$ cat config.mk
export PLATFORM = sky130hd
export DESIGN_NAME = nand_cmd_addr_seq
export DESIGN_NICKNAME = d
export VERILOG_FILES = /design/src/rtl/nand_seq_pkg.sv /design/src/rtl/nand_cmd_decode.sv /design/src/rtl/nand_addr_accum.sv /design/src/rtl/nand_exec_point.sv /design/src/rtl/nand_cmd_addr_seq.sv
export SDC_FILE = /design/constraint.sdc
export NUM_CORES = 1
export LEC_CHECK = 0
export CAP_MARGIN = 20
export CORE_MARGIN = 2
export CORE_UTILIZATION = 34
export DETAILED_ROUTE_END_ITERATION = 6
export GPL_ROUTABILITY_DRIVEN = 0
export SLEW_MARGIN = 20
export SYNTH_ARGS = -nofsm -noshare
export SYNTH_HDL_FRONTEND = slang
export SYNTH_SLANG_ARGS = --single-unit
$ cat constraint.sdc
create_clock -name clk -period 3.9 [get_ports clk]
set_input_delay 0.39 -clock clk [delete_from_list [all_inputs] [get_ports clk]]
set_output_delay 0.39 -clock clk [all_outputs]
set_load 0.01 [all_outputs]
$ cat src/rtl/nand_seq_pkg.sv
package nand_seq_pkg;
  localparam logic [7:0] OP_READ      = 8'h00;
  localparam logic [7:0] OP_READ_HALF = 8'h01;
  localparam logic [7:0] OP_READ_OOB  = 8'h50;
  localparam logic [7:0] OP_LP_CONF   = 8'h30;
  localparam logic [7:0] OP_CACHE_RD  = 8'h35;
  localparam logic [7:0] OP_COL_SET   = 8'h05;
  localparam logic [7:0] OP_COL_GO    = 8'hE0;
  localparam logic [7:0] OP_IDENT     = 8'h90;
  localparam logic [7:0] OP_RESET     = 8'hFF;
  localparam logic [7:0] OP_PROG      = 8'h80;
  localparam logic [7:0] OP_PROG_GO   = 8'h10;
  localparam logic [7:0] OP_ERASE     = 8'h60;
  localparam logic [7:0] OP_ERASE_GO  = 8'hD0;
  localparam logic [7:0] OP_STATUS    = 8'h70;

  typedef struct packed {
    logic rd_load;
    logic rd_col;
    logic prog_setup;
    logic prog_go;
    logic erase;
    logic status;
    logic id;
    logic rst;
  } trig_t;
endpackage

$ cat src/rtl/nand_cmd_decode.sv
module nand_cmd_decode
  import nand_seq_pkg::*;
#(
  parameter bit LARGE      = 1'b1,
  parameter int OFS_W      = 16,
  parameter int PAGE_BYTES = 2048
) (
  input  logic [7:0]       byte_in,
  input  logic [7:0]       cur_cmd,
  output logic             drop,
  output logic             col_clr,
  output logic [7:0]       new_cmd,
  output logic             ofs_we,
  output logic [OFS_W-1:0] ofs_val,
  output logic             cnt_keep,
  output logic             soft_rst,
  output logic             erase_fix,
  output trig_t            imm
);
  always_comb begin
    drop      = 1'b0;
    col_clr   = 1'b0;
    new_cmd   = byte_in;
    ofs_we    = 1'b0;
    ofs_val   = '0;
    cnt_keep  = 1'b0;
    soft_rst  = 1'b0;
    erase_fix = 1'b0;
    imm       = '0;
    if (LARGE && cur_cmd == OP_READ && byte_in == OP_LP_CONF) begin
      drop = 1'b1;
    end else if (LARGE && byte_in == OP_COL_SET) begin
      col_clr = 1'b1;
    end else begin
      case (byte_in)
        OP_READ: ofs_we = 1'b1;
        OP_READ_HALF: begin
          ofs_we  = 1'b1;
          ofs_val = OFS_W'(256);
          new_cmd = OP_READ;
        end
        OP_READ_OOB: begin
          ofs_we  = 1'b1;
          ofs_val = OFS_W'(PAGE_BYTES);
          new_cmd = OP_READ;
        end
        OP_STATUS:   imm.status  = 1'b1;
        OP_PROG_GO:  imm.prog_go = 1'b1;
        OP_ERASE_GO: begin
          imm.erase = 1'b1;
          erase_fix = 1'b1;
        end
        OP_CACHE_RD: imm.rd_col = LARGE;
        OP_COL_GO: begin
          imm.rd_col = LARGE;
          cnt_keep   = 1'b1;
        end
        OP_RESET: begin
          soft_rst = 1'b1;
          imm.rst  = 1'b1;
          new_cmd  = OP_READ;
        end
        default: ;
      endcase
    end
  end
endmodule

$ cat src/rtl/nand_addr_accum.sv
module nand_addr_accum #(
  parameter int ADDR_BYTES = 5,
  parameter bit LARGE      = 1'b1,
  parameter bit BUS16      = 1'b0,
  parameter int CNT_W      = 3
) (
  input  logic                    clk,
  input  logic                    rst,
  input  logic                    col_clr,
  input  logic                    soft_rst,
  input  logic                    cmd_hit,
  input  logic                    erase_fix,
  input  logic                    cnt_keep,
  input  logic                    addr_hit,
  input  logic [7:0]              byte_in,
  output logic [8*ADDR_BYTES-1:0] addr_q,
  output logic [CNT_W-1:0]        cnt_after
);
  localparam int ADDR_W    = 8 * ADDR_BYTES;
  localparam int ROW_SHIFT = LARGE ? 16 : 8;
  localparam int COL_BITS  = 16;

  logic [CNT_W-1:0]  cnt_q;
  logic [ADDR_W-1:0] a_nx;
  logic [ADDR_W-1:0] kept;
  logic [CNT_W-1:0]  c_nx;

  always_comb begin
    a_nx = addr_q;
    c_nx = cnt_q;
    kept = '0;
    if (col_clr) begin
      a_nx[COL_BITS-1:0] = '0;
      c_nx = '0;
    end else if (soft_rst) begin
      a_nx = '0;
      c_nx = '0;
    end else if (cmd_hit) begin
      if (erase_fix) begin
        for (int i = 0; i < ADDR_BYTES; i++)
          if (CNT_W'(i) < cnt_q) kept[8*i +: 8] = addr_q[8*i +: 8];
        a_nx = kept << ROW_SHIFT;
      end
      if (!cnt_keep) c_nx = '0;
    end
    if (addr_hit) begin
      for (int i = 0; i < ADDR_BYTES; i++)
        if (c_nx == CNT_W'(i)) a_nx[8*i +: 8] = byte_in;
      if (c_nx != '1) c_nx = c_nx + CNT_W'(1);
      if (BUS16 && c_nx == CNT_W'(2)) a_nx = a_nx << 1;
    end
  end

  assign cnt_after = c_nx;

  always_ff @(posedge clk) begin
    if (rst) begin
      addr_q <= '0;
      cnt_q  <= '0;
    end else begin
      addr_q <= a_nx;
      cnt_q  <= c_nx;
    end
  end

  p_col_clear_r4: assert property (@(posedge clk) disable iff (rst)
    col_clr |=> (addr_q[COL_BITS-1:0] == '0));
endmodule

$ cat src/rtl/nand_exec_point.sv
module nand_exec_point
  import nand_seq_pkg::*;
#(
  parameter bit LARGE   = 1'b1,
  parameter bit BIG_CAP = 1'b1,
  parameter int CNT_W   = 3
) (
  input  logic             addr_hit,
  input  logic [7:0]       cmd_now,
  input  logic [CNT_W-1:0] cnt_after,
  output logic             rd_load,
  output logic             prog_setup,
  output logic             id
);
  localparam int EXEC_CYC = LARGE ? (BIG_CAP ? 5 : 4) : 3;

  always_comb begin
    rd_load    = addr_hit && cmd_now == OP_READ  && cnt_after == CNT_W'(EXEC_CYC);
    prog_setup = addr_hit && cmd_now == OP_PROG  && cnt_after == CNT_W'(EXEC_CYC);
    id         = addr_hit && cmd_now == OP_IDENT && cnt_after == CNT_W'(1);
  end
endmodule

$ cat src/rtl/nand_cmd_addr_seq.sv
module nand_cmd_addr_seq
  import nand_seq_pkg::*;
#(
  parameter bit LARGE_PAGE       = 1'b1,
  parameter bit BUS16            = 1'b0,
  parameter int CAP_MBIT         = 2048,
  parameter int SMALL_PAGE_BYTES = 512,
  parameter int ADDR_BYTES       = 5,
  parameter int OFS_W            = 16
) (
  input  logic                    clk,
  input  logic                    rst,
  input  logic                    wr_stb,
  input  logic                    ce_n,
  input  logic                    cle,
  input  logic                    ale,
  input  logic [7:0]              io_in,
  output logic [7:0]              cmd_q,
  output logic [8*ADDR_BYTES-1:0] addr_q,
  output logic [OFS_W-1:0]        col_ofs,
  output logic                    t_rd_load,
  output logic                    t_rd_col,
  output logic                    t_prog_setup,
  output logic                    t_prog_go,
  output logic                    t_erase,
  output logic                    t_status,
  output logic                    t_id,
  output logic                    t_reset
);
  localparam int PAGE_BYTES = LARGE_PAGE ? 2048 : SMALL_PAGE_BYTES;
  localparam bit BIG_CAP    = (CAP_MBIT > 1024);
  localparam int CNT_W      = $clog2(ADDR_BYTES + 3);

  logic             cle_hit, cmd_hit, addr_hit;
  logic             drop, col_clr, ofs_we, cnt_keep, soft_rst, erase_fix;
  logic [7:0]       new_cmd, cmd_now;
  logic [OFS_W-1:0] ofs_val;
  logic [CNT_W-1:0] cnt_after;
  logic             x_rd, x_prog, x_id;
  trig_t            imm, trig_nx, trig_q;

  assign cle_hit  = wr_stb && !ce_n && cle;
  assign cmd_hit  = cle_hit && !drop && !col_clr;
  assign addr_hit = wr_stb && ale && !(cle_hit && (drop || col_clr));
  assign cmd_now  = cmd_hit ? new_cmd : cmd_q;

  nand_cmd_decode #(.LARGE(LARGE_PAGE), .OFS_W(OFS_W), .PAGE_BYTES(PAGE_BYTES)) u_dec (
    .byte_in(io_in), .cur_cmd(cmd_q), .drop(drop), .col_clr(col_clr),
    .new_cmd(new_cmd), .ofs_we(ofs_we), .ofs_val(ofs_val), .cnt_keep(cnt_keep),
    .soft_rst(soft_rst), .erase_fix(erase_fix), .imm(imm)
  );

  nand_addr_accum #(.ADDR_BYTES(ADDR_BYTES), .LARGE(LARGE_PAGE), .BUS16(BUS16),
                    .CNT_W(CNT_W)) u_acc (
    .clk(clk), .rst(rst), .col_clr(cle_hit && col_clr),
    .soft_rst(cmd_hit && soft_rst), .cmd_hit(cmd_hit),
    .erase_fix(cmd_hit && erase_fix), .cnt_keep(cnt_keep),
    .addr_hit(addr_hit), .byte_in(io_in), .addr_q(addr_q), .cnt_after(cnt_after)
  );

  nand_exec_point #(.LARGE(LARGE_PAGE), .BIG_CAP(BIG_CAP), .CNT_W(CNT_W)) u_exec (
    .addr_hit(addr_hit), .cmd_now(cmd_now), .cnt_after(cnt_after),
    .rd_load(x_rd), .prog_setup(x_prog), .id(x_id)
  );

  always_comb begin
    trig_nx            = cmd_hit ? imm : '0;
    trig_nx.rd_load    = x_rd;
    trig_nx.prog_setup = x_prog;
    trig_nx.id         = x_id;
  end

  always_ff @(posedge clk) begin
    if (rst) begin
      cmd_q   <= OP_READ;
      col_ofs <= '0;
      trig_q  <= '0;
    end else begin
      trig_q <= trig_nx;
      if (cmd_hit) cmd_q <= new_cmd;
      if (cmd_hit && ofs_we) col_ofs <= ofs_val;
      else if (cmd_hit && soft_rst) col_ofs <= '0;
    end
  end

  assign t_rd_load    = trig_q.rd_load;
  assign t_rd_col     = trig_q.rd_col;
  assign t_prog_setup = trig_q.prog_setup;
  assign t_prog_go    = trig_q.prog_go;
  assign t_erase      = trig_q.erase;
  assign t_status     = trig_q.status;
  assign t_id         = trig_q.id;
  assign t_reset      = trig_q.rst;

  p_quiet_no_trig_r11: assert property (@(posedge clk) disable iff (rst)
    !wr_stb |=> (trig_q == '0));
  p_trig_onehot_r11: assert property (@(posedge clk) disable iff (rst)
    $onehot0(trig_q));
  p_hold_r1: assert property (@(posedge clk) disable iff (rst)
    !wr_stb |=> ($stable(cmd_q) && $stable(col_ofs) && $stable(addr_q)));
  p_soft_rst_r10: assert property (@(posedge clk) disable iff (rst)
    (wr_stb && !ce_n && cle && io_in == OP_RESET)
      |=> (cmd_q == OP_READ && addr_q == '0 && col_ofs == '0));
  p_half_ofs_r3: assert property (@(posedge clk) disable iff (rst)
    (wr_stb && !ce_n && cle && io_in == OP_READ_HALF)
      |=> (col_ofs == OFS_W'(256) && cmd_q == OP_READ));
  p_id_cmd_r6: assert property (@(posedge clk) disable iff (rst)
    t_id |-> (cmd_q == OP_IDENT));
endmodule

==> metrics, run 1 <==
reg2reg path depth 8; Slew headroom 52.3%; number of flops mapped to enable cells by yosys 0; initial drt markers 178; fin nets 462; layout cells sized above 1 9.80%; clock skew 0.00835 ns; die height 98.7 µm; max-cap violations 0; gr usage total 19.2%; Yosys top cell by area dfxtp_1; Crit. End Element flip-flop; Hold-fix buffers, CTS 0; maximum resistive drop on vdd 0.000118 V; Vias/cell 5.48; RSZ-0062 raised after global routing false; main combinational cell family by area after synthesis simple AND/OR/NAND/NOR gates; Die ar. 9750 µm²; dpl ws 0.341 ns; Final Non-Filler Cells 557; Synth Area in Compound Gates 24.5%; Main synth FF type dfxtp_1; Worst Setup SP io_in[5]; post-synthesis adder-cell area fraction 1.64%; WS Path Type primary input to flip-flop; internal power 1.05 mW; CTS H-Tree Depth 3; IO Port Bufs 71; CTS Sinks 61; Setup Viol. Count Final 0; DR WL/cell 16.5 µm; first-pass GRT wire length 15,000 µm; Yosys cell types 56; outcome complete, no violations; DP HPWL 6490 µm; clock share of power 44.1%; max-slew violation count 0; R2R setup slack 0.78 ns; Die W 98.7 µm; Mapped Area 3050 µm²; xor and xnor area share after synthesis 0.287%; sw power 359 µW; CTS clk-pin slew, worst paths 0.07 ns; vias in the first global route 2,901; CP max FO 9; Final Hold Viols 0; CTS Root Cell clkbuf_8; TritonCTS buffer count 9; Cells on Worst Hold Path 2; Ports 86; Largest delay share family, worst path simple AND/OR/NAND/NOR gates; slowest CP cell clkdlybuf4s50_1; Ys Warns 0; Cell Pwr Density 347 nW/µm²; top cell type's share of synthesized area 40.0%; Placed Instances 541; Total Power 1.41 mW; Post-Route WL 9210 µm; initial antenna violation count 0; Antenna Cells 0; asr flop ratio synth 0%; Period minus WS final 3.22 ns; DR pass1 iterations 4; core box area 8720 µm²; largest net degree at the start of global routing 43; worst-margin pin slew 0.716 ns; DRC Markers 0; worst-path cell chain clkdlybuf4s50_1 -> or4b_1 -> nor4_2 -> a21o_1 -> nand2_1 -> ha_1 -> a2111oi_0 -> o2111ai_1 -> nor4_1; simple-gate portion of the synthesized area 24.7%; synth top area cells dfxtp_1 40%, nand2_1 5.3%, a21oi_1 4.6%, a211oi_1 4.4%, a22oi_1 4.2%; antenna viol nets, final 0; setup ws final 0.683 ns; WHS Endpoint cmd_q[1]; Mean Syn Cell Area 8.20 µm²; Skew-Pair Late Insertion Delay 0.34 ns; sw frac 25.4%; Setup Buffers After CTS 0; Gate power share 10.4%; num rows 34; Tcrit/Tclk final 82.5%; multiplexer share of the synthesized area 0.328%; TNS Setup 0 ns; register bit total from synthesis 61; crit-path max cell delay 0.47 ns; post-CTS resize count 0; Vias 3,055; max frequency 311 MHz; Worst Path Buf+Inv 1; RR Endpoint t_prog_setup; Crit path required time 4.15 ns; Pleak 1.45 nW; Layout area overhead 33.3%; Reg2Reg Launch Point cmd_q[7]; sequential power share 45.6%; arrival time worst endpoint 3.46 ns; CTS max path bufs 2; Hold WC Path Type flip-flop to flip-flop; Filler Cells Inserted 857; Initial Util 35.0%; CTS tree yes; grt total ovfl 0; Startpoint Class primary input; worst hold start cmd_q[1]; register area share after synthesis 40.0%; Mapped Cells 372
-- cells in the final DEF (no fill, tap or decap), drive strengths merged, types with 7 or more instances in the layout --
cell,count
dfxtp,61
buf,18
nand3,16
nand2,43
clkdlybuf4s50,71
a211oi,18
nor2,34
and2,13
conb,14
a22oi,17
o21ai,17
a21oi,28
inv,7
a31oi,9
nor4,10
clkbuf,10
nand3b,9
-- worst max-delay path by stage --
stage | to | depth (start not counted)
after floorplan | t_prog_setup | 10
after global placement | t_prog_setup | 9
after detailed placement | t_prog_setup | 9
after CTS | t_prog_setup | 9
after global routing | t_prog_setup | 9
final | t_prog_setup | 9
-- Yosys cell counts (2+ instances only) --
| master | number |
|---|---|
| a211oi_1 | 18 |
| or2_2 | 2 |
| nand3_1 | 16 |
| nor4_1 | 8 |
| nand2_1 | 43 |
| o211a_1 | 2 |
| nor3_1 | 4 |
| dfxtp_1 | 61 |
| and2_1 | 12 |
| o21ai_0 | 12 |
| a32oi_1 | 4 |
| or4_1 | 3 |
| clkbuf_1 | 17 |
| buf_4 | 16 |
| o21ai_1 | 3 |
| nor2b_1 | 2 |
| nor2_1 | 33 |
| ha_1 | 4 |
| nand3b_1 | 9 |
| a22oi_1 | 17 |
| a21oi_1 | 28 |
| a21boi_1 | 2 |
| inv_1 | 7 |
| a31oi_1 | 9 |
| a41o_1 | 2 |
| buf_2 | 6 |
| o211ai_2 | 2 |
| nor4_2 | 2 |
-- worst reg2reg max path: cells and delay by family, from the launching register on --
kind | cells | cell delay (ns)
AOI/OAI and AO/OA | 3 | 0.93
DFF | 1 | 0.34
adders and majority gates | 1 | 0.33
and+or+nand+nor | 4 | 1.44
-- registers in the layout (all words and copies together), names as in the netlist --
signal,cells
u_acc.cnt_q,3
u_acc.addr_q,40
t_rd_col,1
t_prog_setup,1
cmd_q,8
t_rd_load,1
t_reset,1
t_id,1
t_erase,1
t_prog_go,1
col_ofs,2
t_status,1
-- layer usage --
layer  global-route usage [%]  part of all wire, %  up-vias
met5                        0                    0        -
met4                     6.95                  1.4        0
met3                     2.70                  4.2       12
met2                     29.1                   46       90
met1                     27.8                   49     1474
li1                         -                    -     1479
-- logic make-up (layout without fill, tap and decap cells) --
kind of cell	after synthesis	after routing
and+or+nand+nor	147	147
AOI/OAI and AO/OA	109	109
DFF	61	61
buffers and inverters	48	112
adders and majority gates	4	4
other	1	14
xor gates and xnor gates	1	1
muxes	1	1
-- power groups by stage --
stage / sequential (mW) / combinational (mW) / clock [mW]
global placement: 0.658 / 0.143 / 0
detailed placement: 0.658 / 0.145 / 0
floorplan: 0.659 / 0.0882 / 0
finish: 0.644 / 0.147 / 0.622
global route: 0.645 / 0.159 / 0.665
CTS: 0.643 / 0.145 / 0.630
-- per-stage QoR --
stage	cell area [µm²]	hold slack (ns)	util, %
floorplan	3100	0.483	-
global placement	3850	0.465	44.2
detailed placement	3850	0.469	44.2
CTS	4070	0.487	46.6
global route	4070	0.517	46.6
finish	4070	0.484	46.6
-- layout make-up --
class	count	area [µm²]	share of cell area, %
sequential	61	1220	30.0
tap	108	135	3.32
inverter	7	26.3	0.646
clock inverter	6	87.6	2.15
timing repair buffer	89	846	20.8
clock buffer	10	128	3.14
multi-input combinational	276	1620	39.9
Power figures use the tool's default switching activity.
==> inputs of run 2 (changes only) <==
==> constraint.sdc (replaced) <==
create_clock -name clk -period 2.81 [get_ports clk]
set_input_delay 0.281 -clock clk [delete_from_list [all_inputs] [get_ports clk]]
set_output_delay 0.281 -clock clk [all_outputs]
set_load 0.01 [all_outputs]
==> metrics, run 2 (synthesized netlist as in run 1, its figures left out) <==
sequential power share 42.4% (was 45.6%); RSZ-0062 raised after global routing false (unchanged); Ports 86 (unchanged); clock share of power 46.3% (was 44.1%); Cells on Worst Hold Path 2 (unchanged); Die ar. 9750 µm² (unchanged); CTS Root Cell clkbuf_8 (unchanged); arrival time worst endpoint 2.95 ns (was 3.46 ns); die height 98.7 µm (unchanged); num rows 34 (unchanged); Hold-fix buffers, CTS 0 (unchanged); vias in the first global route 3,094 (was 2,901); Tcrit/Tclk final 94.5%; Post-Route WL 9730 µm (was 9210 µm); clock skew 0.00912 ns (was 0.00835 ns); Filler Cells Inserted 843 (was 857); Gate power share 11.3% (was 10.4%); DR pass1 iterations 5 (was 4); DR WL/cell 16.6 µm (was 16.5 µm); Vias/cell 5.42 (was 5.48); WS Path Type flip-flop to flip-flop (was primary input to flip-flop); internal power 1.58 mW (was 1.05 mW); CTS Sinks 61 (unchanged); CTS tree yes (unchanged); Reg2Reg Launch Point cmd_q[7] (unchanged); Layout area overhead 43.1% (was 33.3%); WHS Endpoint cmd_q[2] (was cmd_q[1]); gr usage total 20.1% (was 19.2%); outcome complete, no violations (unchanged); Final Non-Filler Cells 587 (was 557); CTS clk-pin slew, worst paths 0.08 ns (was 0.07 ns); Post-DP Area 4070 µm² (was 3850 µm²); Vias 3,182 (was 3,055); Initial Util 35.0% (unchanged); fin nets 492 (was 462); DP HPWL 6990 µm (was 6490 µm); R2R setup slack 0.16 ns (was 0.78 ns); core box area 8720 µm² (unchanged); initial drt markers 172 (was 178); Period minus WS final 2.65 ns; Hold WC Path Type flip-flop to flip-flop (unchanged); largest reg by FF count u_acc.addr_q (unchanged); max-slew violation count 0 (unchanged); Final Hold Viols 0 (unchanged); worst hold start cmd_q[2] (was cmd_q[1]); grt total ovfl 0 (unchanged); reg2reg path depth 8 (unchanged); DRC Markers 0 (unchanged); CTS H-Tree Depth 3 (unchanged); IO Port Bufs 71 (unchanged); CP max FO 4 (was 9); layout cells sized above 1 17.1% (was 9.80%); sw power 528 µW (was 359 µW); largest net degree at the start of global routing 33 (was 43); final instance area 4370 µm² (was 4070 µm²); Skew-Pair Late Insertion Delay 0.35 ns (was 0.34 ns); max-cap violations 0 (unchanged); Slew headroom 52.5% (was 52.3%); Crit. End Element flip-flop (unchanged); maximum resistive drop on vdd 0.000329 V (was 0.000118 V); Die W 98.7 µm (unchanged); TritonCTS buffer count 9 (unchanged); Cell Pwr Density 482 nW/µm² (was 347 nW/µm²); sw frac 25.1% (was 25.4%); CTS max path bufs 2 (unchanged); max frequency 377 MHz; Total Power 2.11 mW (was 1.41 mW); RR Endpoint t_id (was t_prog_setup); Antenna Cells 0 (unchanged); biggest registers after layout u_acc.addr_q (40), cmd_q (8), u_acc.cnt_q (3) (unchanged); Largest register FFs 40 (unchanged); Startpoint Class flip-flop (was primary input); initial antenna violation count 0 (unchanged); Placed Instances 570 (was 541); first-pass GRT wire length 15,800 µm (was 15,000 µm); Setup Viol. Count Final 0 (unchanged); Pleak 1.60 nW (was 1.45 nW); most common cell after layout, fill and taps aside clkdlybuf4s50_1 (unchanged); Crit path required time 3.10 ns (was 4.15 ns); most frequent cells in the layout 71 x clkdlybuf4s50_1, 61 x dfxtp_1, 48 x buf_4 (was 71 x clkdlybuf4s50_1, 61 x dfxtp_1, 43 x nand2_1); worst-margin pin slew 0.711 ns (was 0.716 ns); antenna viol nets, final 0 (unchanged)
==> run 2: area by class of cell <==
class | count | area (µm²) | area share, %
Clock inverter | 7 | 123 | 2.81
Inverter | 7 | 26.3 | 0.602
Timing Repair Buffer | 119 | 1070 | 24.5
Tap cell | 108 | 135 | 3.09
Multi-Input combinational cell | 276 | 1670 | 38.2
Sequential cell | 61 | 1220 | 28.0
Clock buffer | 9 | 124 | 2.84
==> run 2: power by group through the flow <==
stage,logic [mW],registers [mW],clock network [mW]
after CTS,0.228,0.893,0.990
after global routing,0.255,0.896,1.03
final,0.237,0.894,0.975
after global placement,0.223,0.913,0
after detailed placement,0.226,0.913,0
after floorplan,0.122,0.915,0
==> run 2: stage by stage <==
stage          util [%]  worst slack [ns]  setup TNS (ns)  hold WS, ns
3_5_place_dp       46.7            -0.350           -5.37        0.461
2_1_floorplan         -            0.0480               0        0.478
6_report           50.1             0.155               0        0.474
5_1_grt            50.1           0.00996               0        0.512
4_1_cts            49.5            0.0208               0        0.474
3_3_place_gp       46.7            -0.176           -2.92        0.465
==> run 2: worst max-delay path by stage <==
stage	startpoint	to	slack (ns)	depth (start not counted)
floorplan	cmd_q[7]	t_prog_setup	0.05	9
global placement	io_in[5]	t_prog_setup	-0.18	9
detailed placement	io_in[5]	t_rd_load	-0.35	9
CTS	cmd_q[7]	t_rd_load	0.02	8
global route	cmd_q[2]	u_acc.addr_q[27]	0.01	7
finish	cmd_q[7]	t_id	0.16	8
==> run 2: routing by layer <==
layer	track usage (%)	vias to the layer above	wire [µm]
met3	4.68	11	534
met5	0	-	0
met4	6.43	0	129
met1	26.9	1524	4490
met2	32.1	112	4580
li1	-	1535	-
==> run 2: timing repair <==
| item | CTS | global route |
|---|---|---|
| setup buffers | 0 | 1 |
| gates resized for setup | 1 | 7 |
| setup endpoints to repair | 3 | 13 |
| pin swaps | 0 | 4 |
==> run 2: critical path, stage by stage (launching register included) <==
cell	delay, ns
dfxtp_1	0.35
or4b_4	0.56
nor4_4	0.28
a21o_1	0.18
nand2_1	0.11
ha_1	0.37
a2111oi_2	0.27
o2111ai_2	0.20
and4b_1	0.27
